**src/rtl/gtm_pkg.sv**
```systemverilog
package gtm_pkg;

  // Initial counter value for a timeout field code
  function automatic int top_of(input logic [1:0] code);
    case (code)
      2'd0:    return 127;
      2'd1:    return 511;
      2'd2:    return 1023;
      default: return 2047;
    endcase
  endfunction

  // Division ratio; codes without a defined ratio fall back to 256
  function automatic int div_of(input logic [3:0] code);
    case (code)
      4'h0:    return 1;
      4'h2:    return 16;
      4'h3:    return 32;
      4'h4:    return 64;
      4'hF:    return 128;
      default: return 256;
    endcase
  endfunction

  // Window test in quarters of the period still remaining on the counter
  function automatic logic win_ok(input int cnt, input int top,
                                  input logic [1:0] start_code,
                                  input logic [1:0] end_code);
    int q;
    int lo;
    int hi;
    q  = (top + 1) / 4;
    lo = (3 - int'(end_code)) * q;
    hi = (int'(start_code) + 1) * q;
    return (cnt >= lo) && (cnt < hi);
  endfunction

endpackage

```
**src/rtl/gtm_prescaler.sv**
```systemverilog
module gtm_prescaler #(
  parameter int PRE_W = 8
) (
  input  logic           clk,
  input  logic           rst_n,
  input  logic           run,
  input  logic           clear,
  input  logic [PRE_W:0] ratio,
  output logic           tick
);
  localparam int RATIO_W = PRE_W + 1;

  logic [PRE_W-1:0] pre;
  logic             last;

  assign last = ({1'b0, pre} == ratio - RATIO_W'(1));
  assign tick = run && last;

  always_ff @(posedge clk) begin
    if (!rst_n || clear) pre <= '0;
    else if (run)        pre <= last ? '0 : pre + PRE_W'(1);
  end

  assert_pre_in_range_R3: assert property (@(posedge clk) disable iff (!rst_n)
    {1'b0, pre} < ratio);

endmodule

```
**src/rtl/gtm_kick_seq.sv**
```systemverilog
module gtm_kick_seq #(
  parameter int KICK_W = 8
) (
  input  logic              clk,
  input  logic              rst_n,
  input  logic              wr,
  input  logic [KICK_W-1:0] data,
  output logic              attempt
);
  logic armed;

  assign attempt = wr && (data == '1) && armed;

  always_ff @(posedge clk) begin
    if (!rst_n)  armed <= 1'b0;
    else if (wr) armed <= (data == '0);
  end

  assert_attempt_follows_zero_R7: assert property (@(posedge clk) disable iff (!rst_n)
    attempt |-> $past(wr && data == '0));

endmodule

```
**src/rtl/gtm_window.sv**
```systemverilog
module gtm_window import gtm_pkg::*; #(
  parameter int CNT_W = 11
) (
  input  logic [CNT_W-1:0] count,
  input  logic [CNT_W-1:0] top,
  input  logic [1:0]       start_code,
  input  logic [1:0]       end_code,
  output logic             ok
);
  assign ok = win_ok(int'(count), int'(top), start_code, end_code);
endmodule

```
**src/rtl/gtm_watchdog.sv**
```systemverilog
module gtm_watchdog import gtm_pkg::*; #(
  parameter int CNT_W  = 11,
  parameter int PRE_W  = 8,
  parameter int KICK_W = 8
) (
  input  logic              clk,
  input  logic              rst_n,
  input  logic [31:0]       opt_word,
  input  logic              kick_wr,
  input  logic [KICK_W-1:0] kick_data,
  input  logic              start_req,
  input  logic              low_power,
  output logic              rst_req,
  output logic              nmi_req,
  output logic [CNT_W-1:0]  count,
  output logic              uflow_flag,
  output logic              kerr_flag
);
  localparam int RATIO_W = PRE_W + 1;

  logic [31:0]        cfg_q;
  logic               running;
  logic [CNT_W-1:0]   top_val;
  logic [RATIO_W-1:0] ratio;
  logic               cfg_rsvd;
  logic               frozen;
  logic               advance;
  logic               tick;
  logic               attempt;
  logic               in_win;
  logic               start_evt;
  logic               good_kick;
  logic               bad_kick;
  logic               underflow;
  logic               reload_cnt;
  logic               fault;

  assign top_val  = CNT_W'(top_of(cfg_q[3:2]));
  assign ratio    = RATIO_W'(div_of(cfg_q[7:4]));
  assign cfg_rsvd = &{cfg_q[31:15], cfg_q[13], cfg_q[0]};
  assign frozen   = cfg_q[14] && low_power;
  assign advance  = running && !frozen;

  gtm_prescaler #(.PRE_W(PRE_W)) u_pre (
    .clk(clk), .rst_n(rst_n), .run(advance),
    .clear(start_evt || good_kick), .ratio(ratio), .tick(tick)
  );

  gtm_kick_seq #(.KICK_W(KICK_W)) u_seq (
    .clk(clk), .rst_n(rst_n), .wr(kick_wr), .data(kick_data), .attempt(attempt)
  );

  gtm_window #(.CNT_W(CNT_W)) u_win (
    .count(count), .top(top_val), .start_code(cfg_q[11:10]),
    .end_code(cfg_q[9:8]), .ok(in_win)
  );

  assign start_evt  = !running && (start_req || attempt);
  assign good_kick  = running && attempt && in_win;
  assign bad_kick   = running && attempt && !in_win;
  assign underflow  = tick && (count == '0) && !good_kick;
  assign reload_cnt = start_evt || good_kick || underflow;
  assign fault      = underflow || bad_kick;

  always_ff @(posedge clk) begin
    if (!rst_n) begin
      cfg_q      <= opt_word;
      running    <= !opt_word[1];
      count      <= CNT_W'(top_of(opt_word[3:2]));
      uflow_flag <= 1'b0;
      kerr_flag  <= 1'b0;
      rst_req    <= 1'b0;
      nmi_req    <= 1'b0;
    end else begin
      if (start_evt)       running <= 1'b1;
      if (reload_cnt)      count   <= top_val;
      else if (tick)       count   <= count - CNT_W'(1);
      if (underflow)       uflow_flag <= 1'b1;
      if (bad_kick)        kerr_flag  <= 1'b1;
      if (fault) begin
        if (cfg_q[12])     rst_req <= 1'b1;
        else               nmi_req <= 1'b1;
      end
    end
  end

  assert_reserved_ones_R1: assert property (@(posedge clk) disable iff (!rst_n)
    cfg_rsvd);
  assert_count_bounded_R2: assert property (@(posedge clk) disable iff (!rst_n)
    count <= top_val);
  assert_halted_hold_R4: assert property (@(posedge clk) disable iff (!rst_n)
    (!running && !start_req && !attempt) |=> $stable(count));
  assert_reload_on_uflow_R5: assert property (@(posedge clk) disable iff (!rst_n)
    underflow |=> (count == top_val) && uflow_flag);
  assert_single_response_R6: assert property (@(posedge clk) disable iff (!rst_n)
    !(rst_req && nmi_req));
  assert_valid_refresh_reload_R8: assert property (@(posedge clk) disable iff (!rst_n)
    good_kick |=> count == top_val);
  assert_bad_refresh_flag_R9: assert property (@(posedge clk) disable iff (!rst_n)
    bad_kick |=> kerr_flag && (rst_req || nmi_req));
  assert_lowpower_hold_R10: assert property (@(posedge clk) disable iff (!rst_n)
    (running && frozen && !attempt) |=> $stable(count));
  assert_uflow_sticky_R12: assert property (@(posedge clk) disable iff (!rst_n)
    uflow_flag |=> uflow_flag);
  assert_kerr_sticky_R12: assert property (@(posedge clk) disable iff (!rst_n)
    kerr_flag |=> kerr_flag);

endmodule

```
**config.mk**
```make
export PLATFORM = sky130hd
export DESIGN_NAME = gtm_watchdog
export DESIGN_NICKNAME = d
export VERILOG_FILES = /design/src/rtl/gtm_pkg.sv /design/src/rtl/gtm_prescaler.sv /design/src/rtl/gtm_kick_seq.sv /design/src/rtl/gtm_window.sv /design/src/rtl/gtm_watchdog.sv
export SDC_FILE = /design/constraint.sdc
export NUM_CORES = 1
export LEC_CHECK = 0
export BUFFER_PORTS_ARGS = -buffer_cell sky130_fd_sc_hd__buf_2
export CORE_MARGIN = 2
export CORE_UTILIZATION = 40
export CTS_CLUSTER_SIZE = 25
export DETAILED_ROUTE_END_ITERATION = 8
export GPL_TIMING_DRIVEN = 0
export PLACE_DENSITY = 0.76
export SLEW_MARGIN = 5
export SYNTH_ARGS = -nofsm -noshare
export SYNTH_HDL_FRONTEND = slang
export SYNTH_SLANG_ARGS = --single-unit
```
**constraint.sdc**
```tcl
create_clock -name clk -period 4.1 [get_ports clk]
set_clock_uncertainty 0.15 [all_clocks]
set_input_delay 0.205 -clock clk [delete_from_list [all_inputs] [get_ports clk]]
set_output_delay 0.205 -clock clk [all_outputs]
set_load 0.005 [all_outputs]
```
; ---- Yosys cells after proc, flatten, opt, wreduce, memory -nomap -nowiden
; Index checks and enable logic that the tools add are counted.
[totals]
ff_bits = 40
latch_bits = 0
ram_bits = 0
romBits = 0
output_inout_bits = 15
word_cells = 74
mem_count = 0
[classes]
add_sub_neg = 7
multipliers = 2
n_div = 0
order_cmp = 2
n_eq_ne = 12
shifts = 0
muxes = 9
bitwise_logic = 2
n_reduce_logical = 31
[op_table]
columns = cell, n
row1 = $pmux W11 S3, 2
row2 = $mul A32 B32 Y32, 2
row3 = $pmux W9 S5, 1
row4 = $mux W11, 3
row5 = $add A32 B1 Y32, 1
row6 = $ge A12 B32 Y1, 1
row7 = $lt A12 B32 Y1, 1
row8 = $add A11 B1 Y12 const B, 1
row9 = $logic_and A1 B1 Y1, 12
row10 = $logic_not A11 Y1, 1
row11 = $sub A11 B1 Y11 const B, 1
row12 = $eq A8 B9 Y1, 1
row13 = $sub A9 B1 Y9 const B, 1
row14 = $add A8 B1 Y8 const B, 1
row15 = $eq A4 B2 Y1 const B, 2
row16 = $eq A8 B8 Y1 const B, 1
row17 = $logic_not A8 Y1, 1
row18 = $mux W8, 1
row19 = $logic_not A1 Y1, 6
row20 = $logic_or A1 B1 Y1, 5
row21 = $eq A2 B1 Y1 const B, 2
row22 = $eq A2 B2 Y1 const B, 2
row23 = $eq A4 B3 Y1 const B, 1
row24 = $eq A4 B4 Y1 const B, 1
row25 = other kinds (11), 14

; ---- Logic depth before layout (Yosys ltp)
[logic_depth]
depth_word = 15
depth_mapped = 17

; ---- Hierarchy
; A second synthesis with hierarchy kept.
[unflattened]
hier_cells = 517
area_unflattened_um2 = 4381.7
[by_module_without_submodules]
columns = module, n_inst, cells_per_inst, area_each_um2, seq_area_each_um2
row1 = gtm_window, 1, 296, 2172.1, 0.0
row2 = gtm_watchdog, 1, 114, 1333.8, 800.8
row3 = gtm_prescaler, 1, 98, 790.8, 160.2
row4 = gtm_kick_seq, 1, 9, 85.1, 20.0

; ---- Least setup slack after synthesis
; No wires, ideal clock.
[synth_timing]
path_type = register -> register
start = register cfg_q[10]
end = register count[0], enable pin
setup_time_ns = 0.312
arrival_ns = 3.426
required_time_ns = 3.638
setup_slack_ns = 0.212
path_stages_with_launch = 16
path_cell_list = edfxtp_1 ha_1 inv_1 nor2_1 ha_1 ha_1 inv_1 fa_1 ha_1 a21o_1 a21o_1 o22ai_2 and4_4 buf_6 a211o_1 buf_6
[synth_between]
elab_chain_len = 9
[synth_lines]
columns = element, line
row1 = "start, declared", gtm_watchdog.sv:21  ; logic [31:0] cfg_q;
row2 = "start signal, assigned", gtm_watchdog.sv:67  ; cfg_q <= opt_word;
row3 = $add A2 B1 Y3 *, gtm_pkg.sv:34  ; hi = (int'(start_code) + 1) * q;
row4 = $mul A32 B32 Y32 *, gtm_pkg.sv:34
row5 = $lt A12 B32 Y1 *, gtm_pkg.sv:35  ; return (cnt >= lo) && (cnt < hi);
row6 = $logic_and A1 B1 Y1 *, gtm_pkg.sv:35
row7 = $logic_and A1 B1 Y1 *, gtm_watchdog.sv:59  ; assign good_kick = running && attempt && in_win;
row8 = $logic_not A1 Y1, gtm_watchdog.sv:61  ; assign underflow = tick && (count == '0) && !good_kick;
row9 = $logic_and A1 B1 Y1, gtm_watchdog.sv:61
row10 = $logic_or A1 B1 Y1 *, gtm_watchdog.sv:62  ; assign reload_cnt = start_evt || good_kick || underflow;
row11 = $ne A3 B1 Y1 (no source line) *, --
row12 = "end signal, assigned", gtm_watchdog.sv:69  ; count <= CNT_W'(top_of(opt_word[3:2]));
row13 = "end signal, assigned", gtm_watchdog.sv:76  ; if (reload_cnt) count <= top_val;
row14 = "end signal, assigned", gtm_watchdog.sv:77  ; else if (tick) count <= count - CNT_W'(1);
row15 = "end, declared", gtm_watchdog.sv:15  ; output logic [CNT_W-1:0] count,
; Mark *: on every way between the ends. The rest lies on a longest branch, timed or not.
; A chain may end at the register's enable or synchronous reset.

; ---- Worst setup path in the final report
[layout_timing]
start = register cfg_q[10]
end = register count[10], data pin
[layout_between]
elab_chain_len = 10
[layout_lines]
columns = element, line
row1 = $add A2 B1 Y3 *, gtm_pkg.sv:34
row2 = $mul A32 B32 Y32 *, gtm_pkg.sv:34
row3 = $lt A12 B32 Y1 *, gtm_pkg.sv:35
row4 = $logic_and A1 B1 Y1 *, gtm_pkg.sv:35
row5 = $logic_and A1 B1 Y1 *, gtm_watchdog.sv:59
row6 = $logic_not A1 Y1, gtm_watchdog.sv:61
row7 = $logic_and A1 B1 Y1, gtm_watchdog.sv:61
row8 = $logic_or A1 B1 Y1 *, gtm_watchdog.sv:62
row9 = $mux W11 *, gtm_watchdog.sv:76
row10 = $mux W11 *, gtm_watchdog.sv:66  ; if (!rst_n) begin
; Marked as above.

==> results.yml <==
cts:
  htreeDepth: 2
  cts_tree: "done"
  clk_latency_ps: 290
  cts_made_buffers: 5
  clock-sinks: 37
  clock-root-buffer: "clkbuf_8"
  cts.path.max_buffers: 2
  path_clk_slew_ps: 70
place:
  pre_cts_ws_ps: -149
  port_buffers: 39
  postPlaceCellArea_sq_um: 2860
  hpwl_um: 4110
  gp_congestion: 0.775
critical_path:
  reg2reg_to: "count[10]"
  r2r_start: "cfg_q[10]"
  cp_top_family: "adder cells"
  reg2reg_depth: 16
  crit_required_ps: 4000
  r2r_slack_ps: 120
  critPathLaunchType: "register"
  critPathMaxStageDelay_ps: 470
  critPathBufInv: 4
  cp.arrival_ps: 3880
  cp_max_fo: 8
  path_cells: "ha_4 -> inv_1 -> nor2_1 -> ha_1 -> ha_4 -> inv_1 -> fa_1 -> ha_1 -> a21o_1 -> a21o_1 -> o22ai_4 -> and4_4 -> buf_6 -> nor3b_4 -> buf_6 -> a21bo_1"
  cpMaxStageDelayCell: "fa_1"
  critPathKind: "reg2reg"
  endpoint_kind: "register"
sta:
  finalCritPeriodShare: 0.970
  slew_headroom: 0.563
  hold_viol: 0
  finalSetupViolCount: 0
  timing.fmax_mhz: 251
  drv_slew: 0
  worst_slack_ps: 123
  whs_ps: 40.5
  tightest_slew_ps: 652
  period_minus_slack_ps: 3980
logic_synthesis:
  synth_nets: 329
  synth-seq-cells: 37
  syn-instance-count: 252
  synth_edf_count: 24
  synth-main-ff-cell: "edfxtp_1"
  synth.cell_area_sq_um: 2570
  synth-seq-area-share: 0.381
  synthArstFlopShare: 0
  synth_area_per_cell_sq_um: 10.2
  ys_types: 57
  ys_warn_count: 0
run_status:
  status: "completed"
pwr:
  ir_worst_vdd_v: 0.000256
  cellPowerDensity_nw_per_um2: 278
  p_leak_uw: 0.00136
  p_total_uw: 900
die:
  initial_core_util: 0.410
  rows: 29
  core_sq_um: 6280
  ios: 60
  die_h_um: 84.2
  die_area_sq_um: 7090
  die_w_um: 84.2
layout:
  fin_nets: 398
  mostFrequentLayoutCell: "buf_2"
  drive_above_1_share: 0.270
  post-route-cell-area_sq_um: 3230
  layout_common_cells: "buf_2 (39), ha_1 (28), edfxtp_1 (24)"
  syn_to_final_growth_pct: 25.7
  diodes: 0
global_route:
  grt_use_total: 0.154
  grt_pass1_vias: 2024
  grt_max_degree: 21
  grt_overflow: 0
  busiest_layer: "met2"
  antenna_found_initial: 0
  use_met3: 0.0285
  met1_usage: 0.177
  grt_pass1_wl_um: 8910
  met2_usage: 0.288
route:
  routedWlPerCell_um: 13.6
  ant_nets: 0
  drtIter0Drc: 68
  vias_per_cell: 5.25
  drc: 0
  vias: 2093
  wl_um: 5430
  drt_pre_antenna_iters: 4
job:
  cap_violations: 0
worst_hold_path:
  hold_class: "in2reg"
  hold_end: "u_seq.armed"
  hp-start: "kick_wr"
  min_path_cells: 3
report_power, final:
part | internal [uW] | switching, uW
logic | 112 | 101
clock network | 118 | 128
registers | 418 | 23.5
sequential cells by signal, summed over array words and instances, names as in the netlist:
register     cells
cfg_q           12
count           11
kerr_flag        1
nmi_req          1
rst_req          1
running          1
u_pre.pre        8
u_seq.armed      1
uflow_flag       1
routing by layer:
layer,vias up,part of all wire
li1,1064,-
met1,985,0.43
met2,35,0.52
met3,9,0.029
met4,0,0.013
met5,-,0
synth_stat cells, types with 3 or more instances:
library cell / instances / area (sq um)
nor2_2: 7 / 43.8
mux2i_1: 3 / 30.0
a21o_1: 4 / 30.0
nand2b_1: 5 / 31.3
nor3_1: 7 / 35.0
edfxtp_1: 24 / 721
nand3_1: 7 / 35.0
nand2_1: 23 / 86.3
dfxtp_1: 13 / 260
xnor2_1: 7 / 61.3
nand4_1: 8 / 50.1
clkbuf_1: 3 / 11.3
a21oi_1: 6 / 30.0
nor2_1: 19 / 71.3
inv_1: 14 / 52.6
ha_1: 30 / 375
o21a_1: 3 / 22.5
or3_1: 5 / 31.3
xor2_1: 13 / 114
timing repair:
action / in CTS / in global routing
hold buffers: 12 / 0
endpoints found under the hold margin: 12 / 0
endpoints found under the setup margin: 27 / 28
pin swaps: 3 / 6
resized for setup: 5 / 8
gates cloned: 0 / 0
buffers inserted: 4 / 8
cells by family after synthesis:
group / Yosys count / synth area share
and+or+nand+nor: 102 / 0.230
AOI/OAI and AO/OA: 37 / 0.108
DFF: 37 / 0.381
adders and majority gates: 32 / 0.161
xor gates and xnor gates: 20 / 0.0681
buffers and inverters: 20 / 0.0350
muxes: 4 / 0.0161
cell type report:
cell class	count	area, sq um
inverters	15	56.3
flip-flops and latches	37	981
clock inverters	2	10.0
plain buffers	4	42.5
multi-input cells	195	1550
clock buffers	6	72.6
repair buffers	63	422
fillers	568	3040
well taps	77	96.3
worst register-to-register path: stages (launching register included):
cell	delay, ps
edfxtp_1	440
ha_4	270
inv_1	80
nor2_1	50
ha_1	310
ha_4	290
inv_1	50
fa_1	470
ha_1	320
a21o_1	190
a21o_1	200
o22ai_4	210
and4_4	240
buf_6	120
nor3b_4	40
buf_6	140
a21bo_1	180
per-stage QoR:
stage | util | TNS, ps | instances
floorplan | - | 0 | 252
global placement | 0.456 | -1300 | 368
detailed placement | 0.456 | -2270 | 368
CTS | 0.496 | 0 | 391
global route | 0.515 | -524 | 399
finish | 0.515 | 0 | 399
worst max path at each step:
stage	startpoint	to	slack (ps)	cells after the start
after global placement	cfg_q[2]	count[4]	-110	15
after global routing	cfg_q[3]	u_pre.pre[2]	-40	18
final	cfg_q[10]	count[10]	120	16
after detailed placement	cfg_q[10]	count[4]	-150	15
after CTS	cfg_q[10]	count[10]	3	16
after floorplan	cfg_q[10]	count[0]	210	15
Power figures use the tool's default switching activity.
